## src/rtl/irqc_pkg.sv

```systemverilog
// Package: shared types and constants for the external interrupt request controller.
// Assumes vectors are 16-bit addresses of the vector high byte.
package irqc_pkg;
    typedef enum logic [0:0] {
        SRC_EXT = 1'b0,
        SRC_SWI = 1'b1
    } irq_src_e;

    localparam logic [15:0] EXT_VECTOR = 16'h3FFA;
    localparam logic [15:0] SWI_VECTOR = 16'h3FFC;
    localparam logic [15:0] IDLE_VECTOR = 16'h0000;
endpackage

```

## src/rtl/irqc_pin_sync.sv

```systemverilog
// Module: synchronises the asynchronous active-low pin and detects falling edges.
// Assumes STAGES >= 2; the edge compares the last synchronised sample with the one before.
module irqc_pin_sync #(
    parameter int STAGES = 2
) (
    input  logic clk,
    input  logic rst_n,
    input  logic pin_n,
    output logic pin_low,
    output logic pin_fall
);
    logic [STAGES-1:0] sync_q;
    logic              prev_q;

    // Shift the pin through the synchroniser chain; the idle level is high.
    always_ff @(posedge clk) begin
        if (!rst_n) sync_q <= '1;
        else        sync_q <= {sync_q[STAGES-2:0], pin_n};
    end

    // Keep the previous synchronised sample for edge detection.
    always_ff @(posedge clk) begin
        if (!rst_n) prev_q <= 1'b1;
        else        prev_q <= sync_q[STAGES-1];
    end

    assign pin_low  = ~sync_q[STAGES-1];
    assign pin_fall = prev_q & ~sync_q[STAGES-1];
endmodule

```

## src/rtl/irqc_capture.sv

```systemverilog
// Module: forms the external request from the synchronised pin.
// Edge mode keeps each falling edge in a latch until it is cleared; level mode follows the pin.
// Assumes clr is a single-cycle pulse that marks the start of servicing of the external source.
module irqc_capture (
    input  logic clk,
    input  logic rst_n,
    input  logic edge_mode,
    input  logic pin_low,
    input  logic pin_fall,
    input  logic clr,
    output logic ext_req
);
    logic latch_q;

    // Edge latch: a new edge wins over a clear in the same cycle; level mode keeps it empty.
    always_ff @(posedge clk) begin
        if (!rst_n)          latch_q <= 1'b0;
        else if (!edge_mode) latch_q <= 1'b0;
        else if (pin_fall)   latch_q <= 1'b1;
        else if (clr)        latch_q <= 1'b0;
    end

    assign ext_req = edge_mode ? latch_q : pin_low;

    // a caught edge is kept until it is cleared or the mode leaves edge.
    assert_latch_hold_R5: assert property (@(posedge clk) disable iff (!rst_n)
        (edge_mode && latch_q && !clr) |=> (latch_q || !edge_mode));

    // level mode never leaves an event stored.
    assert_level_no_latch_R3: assert property (@(posedge clk) disable iff (!rst_n)
        $past(!edge_mode) |-> !latch_q);
endmodule

```

## src/rtl/irqc_arbiter.sv

```systemverilog
// Module: chooses between the external and the software source, holds the choice and its
// vector until acknowledge. Assumes swi_req and int_ack are single-cycle pulses.
module irqc_arbiter
    import irqc_pkg::*;
#(
    parameter int VEC_W = 16
) (
    input  logic             clk,
    input  logic             rst_n,
    input  logic             ext_req,
    input  logic             cpu_mask,
    input  logic             swi_req,
    input  logic             int_ack,
    output logic             ext_clr,
    output logic             int_pending,
    output logic [VEC_W-1:0] int_vector
);
    logic     swi_pend_q;
    logic     ext_first_q;
    logic     sel_valid_q;
    irq_src_e sel_src_q;
    logic     ext_elig;
    logic     take_ext;
    logic     take_swi;
    logic     ack_ext;
    logic     ack_swi;

    assign ext_elig = ext_req & ~cpu_mask;
    assign take_ext = ~sel_valid_q & ext_elig & (~swi_pend_q | ext_first_q);
    assign take_swi = ~sel_valid_q & swi_pend_q & ~take_ext;
    assign ack_ext  = int_ack & sel_valid_q & (sel_src_q == SRC_EXT);
    assign ack_swi  = int_ack & sel_valid_q & (sel_src_q == SRC_SWI);
    assign ext_clr  = ack_ext;

    // Record a fetched software interrupt until it is serviced.
    always_ff @(posedge clk) begin
        if (!rst_n)       swi_pend_q <= 1'b0;
        else if (swi_req) swi_pend_q <= 1'b1;
        else if (ack_swi) swi_pend_q <= 1'b0;
    end

    // Note whether an enabled external request was already waiting when the software one came.
    always_ff @(posedge clk) begin
        if (!rst_n)                 ext_first_q <= 1'b0;
        else if (swi_req)           ext_first_q <= ext_elig;
        else if (ack_ext || ack_swi) ext_first_q <= 1'b0;
    end

    // Accept one source and hold it until acknowledge.
    always_ff @(posedge clk) begin
        if (!rst_n) begin
            sel_valid_q <= 1'b0;
            sel_src_q   <= SRC_EXT;
        end else if (sel_valid_q) begin
            if (int_ack) sel_valid_q <= 1'b0;
        end else if (take_ext) begin
            sel_valid_q <= 1'b1;
            sel_src_q   <= SRC_EXT;
        end else if (take_swi) begin
            sel_valid_q <= 1'b1;
            sel_src_q   <= SRC_SWI;
        end
    end

    assign int_pending = sel_valid_q;

    // Present the vector of the held source; idle shows zero.
    always_comb begin
        if (!sel_valid_q)             int_vector = VEC_W'(IDLE_VECTOR);
        else if (sel_src_q == SRC_SWI) int_vector = VEC_W'(SWI_VECTOR);
        else                          int_vector = VEC_W'(EXT_VECTOR);
    end

    // the accepted vector does not move until acknowledge.
    assert_vector_stable_R10: assert property (@(posedge clk) disable iff (!rst_n)
        (int_pending && !int_ack) |=> (int_pending && $stable(int_vector)));

    // acknowledge retires the pending source on the next edge.
    assert_ack_drops_R10: assert property (@(posedge clk) disable iff (!rst_n)
        (int_pending && int_ack) |=> !int_pending);

    // an external source is only accepted from a cycle with the mask clear.
    assert_ext_unmasked_R5: assert property (@(posedge clk) disable iff (!rst_n)
        (!int_pending ##1 (int_pending && int_vector == VEC_W'(EXT_VECTOR))) |-> !$past(cpu_mask));

    // the vector is always one of the known values.
    assert_vector_legal_R8: assert property (@(posedge clk) disable iff (!rst_n)
        int_pending |-> (int_vector == VEC_W'(EXT_VECTOR) || int_vector == VEC_W'(SWI_VECTOR)));
endmodule

```

## src/rtl/irq_req_ctrl.sv

```systemverilog
// Module: top of the external interrupt request controller. Holds the option register,
// synchronises the pin, forms the external request and arbitrates against the software request.
// Assumes a single register write port with combinational read data.
module irq_req_ctrl #(
    parameter int          ADDR_W    = 8,
    parameter int          DATA_W    = 8,
    parameter int          VEC_W     = 16,
    parameter int          SYNC_STG  = 2,
    parameter int          EDGE_BIT  = 7,
    parameter logic [7:0]  OPT_ADDR  = 8'h1D,
    parameter logic [7:0]  OPT_RESET = 8'h40
) (
    input  logic              clk,
    input  logic              rst_n,
    input  logic              irq_pin_n,
    input  logic              cfg_wr_en,
    input  logic [ADDR_W-1:0] cfg_addr,
    input  logic [DATA_W-1:0] cfg_wdata,
    output logic [DATA_W-1:0] cfg_rdata,
    input  logic              cpu_mask,
    input  logic              swi_req,
    input  logic              int_ack,
    output logic              int_pending,
    output logic [VEC_W-1:0]  int_vector
);
    localparam logic [ADDR_W-1:0] OPT_SEL = ADDR_W'(OPT_ADDR);

    logic [DATA_W-1:0] opt_q;
    logic              opt_hit;
    logic              pin_low;
    logic              pin_fall;
    logic              ext_req;
    logic              ext_clr;

    assign opt_hit = (cfg_addr == OPT_SEL);

    // Option register: written only at its own address.
    always_ff @(posedge clk) begin
        if (!rst_n)                   opt_q <= DATA_W'(OPT_RESET);
        else if (cfg_wr_en && opt_hit) opt_q <= cfg_wdata;
    end

    assign cfg_rdata = opt_hit ? opt_q : '0;

    irqc_pin_sync #(.STAGES(SYNC_STG)) u_sync (
        .clk      (clk),
        .rst_n    (rst_n),
        .pin_n    (irq_pin_n),
        .pin_low  (pin_low),
        .pin_fall (pin_fall)
    );

    irqc_capture u_capture (
        .clk       (clk),
        .rst_n     (rst_n),
        .edge_mode (opt_q[EDGE_BIT]),
        .pin_low   (pin_low),
        .pin_fall  (pin_fall),
        .clr       (ext_clr),
        .ext_req   (ext_req)
    );

    irqc_arbiter #(.VEC_W(VEC_W)) u_arb (
        .clk         (clk),
        .rst_n       (rst_n),
        .ext_req     (ext_req),
        .cpu_mask    (cpu_mask),
        .swi_req     (swi_req),
        .int_ack     (int_ack),
        .ext_clr     (ext_clr),
        .int_pending (int_pending),
        .int_vector  (int_vector)
    );

    // a write to another address leaves the option register alone.
    assert_opt_decode_R2: assert property (@(posedge clk) disable iff (!rst_n)
        (cfg_wr_en && !opt_hit) |=> $stable(opt_q));
endmodule

```

## config.mk

```make
export PLATFORM = sky130hd
export DESIGN_NAME = irq_req_ctrl
export DESIGN_NICKNAME = d
export VERILOG_FILES = /design/src/rtl/irqc_pkg.sv /design/src/rtl/irqc_pin_sync.sv /design/src/rtl/irqc_capture.sv /design/src/rtl/irqc_arbiter.sv /design/src/rtl/irq_req_ctrl.sv
export SDC_FILE = /design/constraint.sdc
export NUM_CORES = 1
export LEC_CHECK = 0
export ABC_AREA = 1
export BUFFER_PORTS_ARGS = -buffer_cell sky130_fd_sc_hd__buf_4
export CAP_MARGIN = 20
export CORE_ASPECT_RATIO = 0.9
export CORE_MARGIN = 1
export CORE_UTILIZATION = 39
export CTS_CLUSTER_SIZE = 40
export DETAILED_ROUTE_END_ITERATION = 16
export HOLD_SLACK_MARGIN = 0.03
export MAX_ROUTING_LAYER = met4
export PLACE_DENSITY = 0.74
export SLEW_MARGIN = 10
export SYNTH_ARGS = -nofsm -noshare
export SYNTH_HDL_FRONTEND = slang
export SYNTH_SLANG_ARGS = --single-unit
```

## constraint.sdc

```tcl
create_clock -name clk -period 1.2 [get_ports clk]
set_clock_uncertainty 0.2 [all_clocks]
set_input_delay 0.06 -clock clk [delete_from_list [all_inputs] [get_ports clk]]
set_output_delay 0.06 -clock clk [all_outputs]
set_load 0.05 [all_outputs]
```

==> results.toml, run 1 <==
[place]
place_worst_setup_slack_ns = -0.108
count_of_placed_standard_cells_including_taps = 190
port_buffers = 44
globalplace.congestion = 0.829
placedInstanceArea_um2 = 1160
dp_hpwl_um = 1500

[global_routing]
grtUsageTotal_pct = 22.6
antenna_found_initial = 0
globalRoute.totalOverflow = 0
grt_first_pass_wirelength_um = 3740
first_global_vias = 839
grt_max_degree = 13

[synthesis]
synth.most_common_cell = "sky130_fd_sc_hd__nand2_1"
synth_top_cells_by_area = "sky130_fd_sc_hd__dfxtp_1, sky130_fd_sc_hd__nand2_1, sky130_fd_sc_hd__nor2_1, sky130_fd_sc_hd__buf_4, sky130_fd_sc_hd__inv_1"
ys_seq_elements = 16
post-synth-top-area-cell = "sky130_fd_sc_hd__dfxtp_1"
syn_area_um2 = 885
synth_enable_flop_cells = 0
synth-async-reset-ratio_pct = 0
post_synth_num_cell_types = 21
postSynthCellCount = 133
synth-seq-area-share_pct = 36.2
ys.warnings.count = 0
avgSynthCellArea_um2 = 6.65
ys_top_cells_by_count = "sky130_fd_sc_hd__nand2_1, sky130_fd_sc_hd__nor2_1, sky130_fd_sc_hd__inv_1"
synth_top_flop_cell = "sky130_fd_sc_hd__dfxtp_1"
synthDominantCellAreaShare_pct = 36.2

[pwr]
power.sequential.fraction_pct = 41.0
internal_power_mw = 0.895
switchingPower_mw = 0.482
pwr-share-clk_pct = 21.4
netSwitchingFraction_pct = 35.0
design_power_total_mw = 1.38
p_leak_nw = 0.791
peakVddDrop_mv = 0.914
power_per_cell_area_nw_per_um2 = 838
power.share.combinational_pct = 37.7

[run]
max-cap-violations = 0

[finish]
flow.area_growth_from_synthesis_pct = 85.9
nets = 213
final_design_area_no_fill_um2 = 1640
sequential_cell_area_um2 = 335
fill_cells = 119
multiInputGateArea_um2 = 490
num_antenna_cells = 0
share_of_cells_above_drive_strength_1_pct = 48.7
post_layout_nonfiller_instances = 214

[hold_path]
hold_start = "cfg_addr[5]"
worst_hold_path.endpoint = "opt_q[6]"
holdPathStages = 7
worstHoldPathType = "in2reg"

[clocking]
clock_sinks = 16
h-tree-depth = 1
clk_path_buf_depth = 2
clkTransAtPathRegs_ns = 0.09
worst_skew_late_latency_ns = 0.28
tritoncts = "done"
tritoncts.num_buffers = 3
cts-root-buf = "sky130_fd_sc_hd__clkbuf_4"

[drt]
vias = 993
routed_wire_length_per_instance_um = 12.2
wl_um = 2610
drc_errors = 0
detailedRoute.firstPassIterationCount = 4
detail-route-antenna-nets = 0
vias_per_inst = 4.64
drt_iter0_markers = 10

[timing]
final-max-slew-violation-count = 0
timing.final.crit_period_ns = 1.28
share_of_the_cycle_needed_by_the_critical_path_after_routing_pct = 107
fmaxAchievable_mhz = 782
setup_viol = 15
hold_violations = 0
grt_setup_unrepaired = "yes"
final_critical_path_setup_slack_ns = -0.0792

[floorplan]
initial_core_util_pct = 43.6
coreArea_um2 = 2030
die_y_um = 47.2
core.rowCount = 15
die_area_um2 = 2460
die_x_um = 52.2
io_pins = 48

[worst_setup_path]
timing.critical_path.arrival_ns = 1.02
reg2regPathDepth = 5
worst-setup-path-type = "reg2out"
r2r_start = "opt_q[7]"
startpoint_type = "register"
critPathRequiredTime_ns = 0.94
r2r-end = "u_arb.sel_src_q"
crit_fanout = 12
crit_path_end_kind = "output pin"
reg2reg_setup_slack_ns = 0.09

[status]
status = "complete, but fails checks"
violated_checks = "negative setup slack"
-- kinds of logic after synthesis --
group	share of synthesized area (%)
simple gates	37.2
buf+inv	22.8
flops	36.2
compound gates	3.39
other cells	0.424
-- final cells by class --
cell class	count	area share [%]
multi-input cells	82	29.8
well taps	25	1.90
inverters	22	5.18
repair buffers	65	41.1
flip-flops and latches	16	20.4
clock buffers	4	1.60
-- power groups by stage --
stage	clock network (mW)	registers (mW)	logic, mW
finish	0.294	0.564	0.519
detailed placement	0	0.573	0.389
CTS	0.300	0.563	0.491
global placement	0	0.572	0.384
floorplan	0	0.588	0.287
global route	0.319	0.567	0.545
-- what timing repair did --
item	4_1_cts	5_1_grt
pin swaps	9	9
hold buffers	16	0
setup endpoints to repair	22	26
setup buffers	1	3
endpoints found under the hold margin	16	0
gates resized for setup	46	38
-- critical path, stage by stage (launching register included) --
cell,delay [ns]
sky130_fd_sc_hd__dfxtp_4,0.40
sky130_fd_sc_hd__buf_12,0.16
sky130_fd_sc_hd__buf_6,0.17
-- through the flow --
step | util (%) | hold slack (ns) | TNS (ns)
floorplan | - | -0.0401 | -1.59
global placement | 57.0 | 0.0445 | -0.292
detailed placement | 57.0 | 0.0465 | -0.802
CTS | 74.2 | -0.00107 | -0.898
global route | 81.1 | 0.0842 | -1.71
finish | 81.1 | 0.0709 | -0.924
-- flip-flops by register name (all words and copies together) (netlist names) --
register / count
u_sync.prev_q: 1
u_arb.int_pending: 1
opt_q: 8
u_arb.ext_first_q: 1
u_capture.latch_q: 1
u_arb.sel_src_q: 1
u_arb.swi_pend_q: 1
u_sync.sync_q: 2
-- cells in the final DEF, fill, tap and decap left out, types with 2 or more instances in the layout --
cell | synthesis | final
sky130_fd_sc_hd__clkbuf_4 | 0 | 3
sky130_fd_sc_hd__nand2_1 | 32 | 27
sky130_fd_sc_hd__or2_1 | 2 | 2
sky130_fd_sc_hd__dlygate4sd3_1 | 0 | 16
sky130_fd_sc_hd__buf_6 | 0 | 12
sky130_fd_sc_hd__buf_4 | 14 | 24
sky130_fd_sc_hd__nand4_1 | 2 | 2
sky130_fd_sc_hd__nand2_2 | 0 | 4
sky130_fd_sc_hd__nand3_1 | 3 | 3
sky130_fd_sc_hd__buf_8 | 0 | 12
sky130_fd_sc_hd__dfxtp_2 | 0 | 6
sky130_fd_sc_hd__dfxtp_1 | 16 | 8
sky130_fd_sc_hd__inv_1 | 21 | 13
sky130_fd_sc_hd__dfxtp_4 | 0 | 2
sky130_fd_sc_hd__conb_1 | 1 | 3
sky130_fd_sc_hd__a21oi_2 | 0 | 2
sky130_fd_sc_hd__inv_2 | 1 | 8
sky130_fd_sc_hd__nor2_4 | 1 | 11
sky130_fd_sc_hd__nor2_1 | 29 | 19
-- per-layer routing --
layer / share of wire (%) / vias up / global-route usage [%]
li1: - / 494 / -
met1: 38 / 464 / 24.2
met2: 57 / 33 / 40.8
met3: 3.9 / 2 / 5.18
met4: 0.84 / 0 / 9.47
met5: 0 / - / -
-- how the worst max path moves through the flow --
stage	startpoint	end
floorplan	cfg_addr[5]	cfg_rdata[0]
global placement	cfg_addr[5]	cfg_rdata[7]
detailed placement	cfg_addr[5]	cfg_rdata[1]
CTS	u_arb.int_pending	int_vector[10]
global route	u_arb.int_pending	int_vector[8]
finish	u_arb.int_pending	int_vector[7]
No activity file was read; power rests on OpenSTA's default activity.
==> run 2, diff against run 1 <==
Settings changed: ABC_AREA 1 to default, CORE_ASPECT_RATIO 0.9 to 1.4.
==> run 2 against run 1 <==
  * The run still ends with negative setup slack left
  * Clock power grew 25%
  * Largest power group is now combinational logic
  * Via count shrank 12%
  * Synthesized cell count shrank 26%
==> results.toml, run 2 <==
[worst_setup_path]
crit_path_frequent_cell = "sky130_fd_sc_hd__buf_6"
critPathRequiredTime_ns = 0.94
timing.critical_path.arrival_ns = 1.11
crit_fanout = 8
startpoint_type = "input pin"
path_cells = "buf_6 > nand4bb_4 > nor4_4 > buf_6 > and2_4 > buf_8"
crit_path_end_kind = "output pin"
worst-setup-path-type = "in2out"
crit_slowest_cell = "sky130_fd_sc_hd__nor4_4"
peak_per_stage_delay_on_the_critical_path_ns = 0.25

[finish]
layout.cells.most_common = "sky130_fd_sc_hd__buf_4"
num_antenna_cells = 0
flow.area_growth_from_synthesis_pct = 96.0
final_design_area_no_fill_um2 = 1730
share_of_cells_above_drive_strength_1_pct = 55.7
reg.largest.list = "opt_q x8, u_sync.sync_q x2"
largest_register_ffs = 8
nets = 182
registers.top_by_ff_count = "opt_q"
final_cell_mix = "sky130_fd_sc_hd__buf_4, sky130_fd_sc_hd__buf_8, sky130_fd_sc_hd__nand2_1, sky130_fd_sc_hd__dlygate4sd3_1, sky130_fd_sc_hd__dfxtp_1"

[synthesis]
synth-seq-area-share_pct = 36.4
post-synth-top-area-cell = "sky130_fd_sc_hd__dfxtp_1"
ys.warnings.count = 0
post_synth_num_cell_types = 25
avgSynthCellArea_um2 = 8.99
synth_top_flop_cell = "sky130_fd_sc_hd__dfxtp_1"
synth.most_common_cell = "sky130_fd_sc_hd__nand2_1"
synth_enable_flop_cells = 0
ys_seq_elements = 16
ys_top_cells_by_count = "sky130_fd_sc_hd__nand2_1, sky130_fd_sc_hd__dfxtp_1, sky130_fd_sc_hd__buf_4"
synth-async-reset-ratio_pct = 0
postSynthCellCount = 98
syn_area_um2 = 881
synth_top_cells_by_area = "sky130_fd_sc_hd__dfxtp_1, sky130_fd_sc_hd__buf_4, sky130_fd_sc_hd__mux2i_1, sky130_fd_sc_hd__nand2_1, sky130_fd_sc_hd__and2_1"
synthDominantCellAreaShare_pct = 36.4

[drt]
vias = 877
wl_um = 2520
detailedRoute.firstPassIterationCount = 3
vias_per_inst = 4.87
drt_iter0_markers = 9
detail-route-antenna-nets = 0
drc_errors = 0
routed_wire_length_per_instance_um = 14.0

[timing]
setup_viol = 27
hold-worst-slack_ns = 0.0975
final-max-slew-violation-count = 0
grt_setup_unrepaired = "yes"
share_of_the_cycle_needed_by_the_critical_path_after_routing_pct = 114
timing.final.crit_period_ns = 1.37
hold_violations = 0
fmaxAchievable_mhz = 729
final_critical_path_setup_slack_ns = -0.172

[place]
port_buffers = 44
dp_hpwl_um = 1410
placedInstanceArea_um2 = 1170
globalplace.congestion = 0.799

[pwr]
peakVddDrop_mv = 0.699
design_power_total_mw = 1.53
p_leak_nw = 0.736
netSwitchingFraction_pct = 32.6
pwr-share-clk_pct = 24.0
power.share.combinational_pct = 39.0
internal_power_mw = 1.03
power_per_cell_area_nw_per_um2 = 885
switchingPower_mw = 0.499
power.sequential.fraction_pct = 37.0

[clocking]
clk_path_buf_depth = 2
clock_sinks = 16
h-tree-depth = 1
worst_skew_late_latency_ns = 0.29
tritoncts.num_buffers = 3
tritoncts = "done"
clkTransAtPathRegs_ns = 0.10
cts-root-buf = "sky130_fd_sc_hd__clkbuf_4"

[floorplan]
coreArea_um2 = 2150
io_pins = 48
die_x_um = 42.2
die_y_um = 58.2
die_area_um2 = 2460
initial_core_util_pct = 40.9
core.rowCount = 20

[global_routing]
first_global_vias = 880
globalRoute.totalOverflow = 0
grt_first_pass_wirelength_um = 4180
grt_max_degree = 25
antenna_found_initial = 0
grtUsageTotal_pct = 22.6

[run]
max-cap-violations = 0

[status]
violated_checks = "negative setup slack"
status = "complete, but fails checks"

[hold_path]
worstHoldPathType = "in2reg"
-- run 2: cell types whose count changed after synthesis, sizes merged, moves of 2 or more --
cell    before  now
a211oi       0    2
and2         0    9
inv         22    3
mux2i        0    8
nand2       32   18
nand2b       0    4
nand3        5    2
nand4        2    0
nor2        31    1
nor2b        0    4
nor3         2    0
-- run 2: through the flow --
| stage | util [%] | setup TNS (ns) | std cells | worst slack (ns) |
|---|---|---|---|---|
| floorplan | - | -0.127 | 100 | -0.0158 |
| detailed placement | 54.5 | -3.70 | 151 | -0.309 |
| global route | 80.2 | -3.85 | 180 | -0.223 |
| finish | 80.2 | -2.66 | 180 | -0.172 |
| global placement | 54.5 | -3.23 | 151 | -0.272 |
| CTS | 76.7 | -2.70 | 177 | -0.220 |
-- run 2: path summary, 6_finish.rpt --
check / startpoint / to / slack [ns] / cells after the start
worst max register to register: u_arb.int_pending / u_arb.sel_src_q / -0.07 / 5
worst max-delay path: cfg_addr[1] / cfg_rdata[5] / -0.17 / 6
worst min register to register: u_sync.sync_q[0] / u_sync.sync_q[1] / 0.22 / 1
worst min-delay path: cfg_wr_en / opt_q[7] / 0.1 / 5
-- run 2: layer usage --
layer	vias up	track usage (%)	share of wire (%)
li1	425	-	-
met1	409	23.2	36
met2	39	43.3	58
met3	4	3.43	4.5
met4	0	6.70	1.6
met5	-	-	0
-- run 2: repair_timing --
action / in CTS / in global routing
pin swaps: 18 / 9
gates resized for setup: 72 / 17
endpoints found under the hold margin: 16 / 0
gates cloned: 1 / 0
setup endpoints to repair: 25 / 27
setup buffers: 8 / 5
hold buffers: 13 / 0
-- run 2: logic make-up (layout without fill, tap and decap cells) --
family	Yosys count	in the layout	share of synthesized area, %
AOI/OAI and AO/OA	10	10	7.67
and+or+nand+nor	43	43	31.1
other	1	3	0.426
DFF	16	16	36.4
buffers and inverters	20	78	15.3
muxes	8	8	9.09
-- run 2: area by class of cell --
cell class	instances	area (um^2)
clock buffer	4	36.3
fill	137	425
inverter	3	11.3
multi-input combinational	64	502
sequential	16	330
tap	22	27.5
timing repair buffer	71	820
-- run 2: power groups by stage --
| stage | Clock [mW] | Combinational [mW] | Sequential, mW |
|---|---|---|---|
| 6_report | 0.367 | 0.596 | 0.565 |
| 5_1_grt | 0.408 | 0.623 | 0.567 |
| 4_1_cts | 0.373 | 0.550 | 0.564 |
| 3_5_place_dp | 0 | 0.364 | 0.581 |
| 3_3_place_gp | 0 | 0.358 | 0.579 |
| 2_1_floorplan | 0 | 0.275 | 0.587 |
-- run 2: worst max-delay path: cells and delay by family --
family | cells | cell delay [ns]
buffers and inverters | 3 | 0.40
and+or+nand+nor | 3 | 0.65
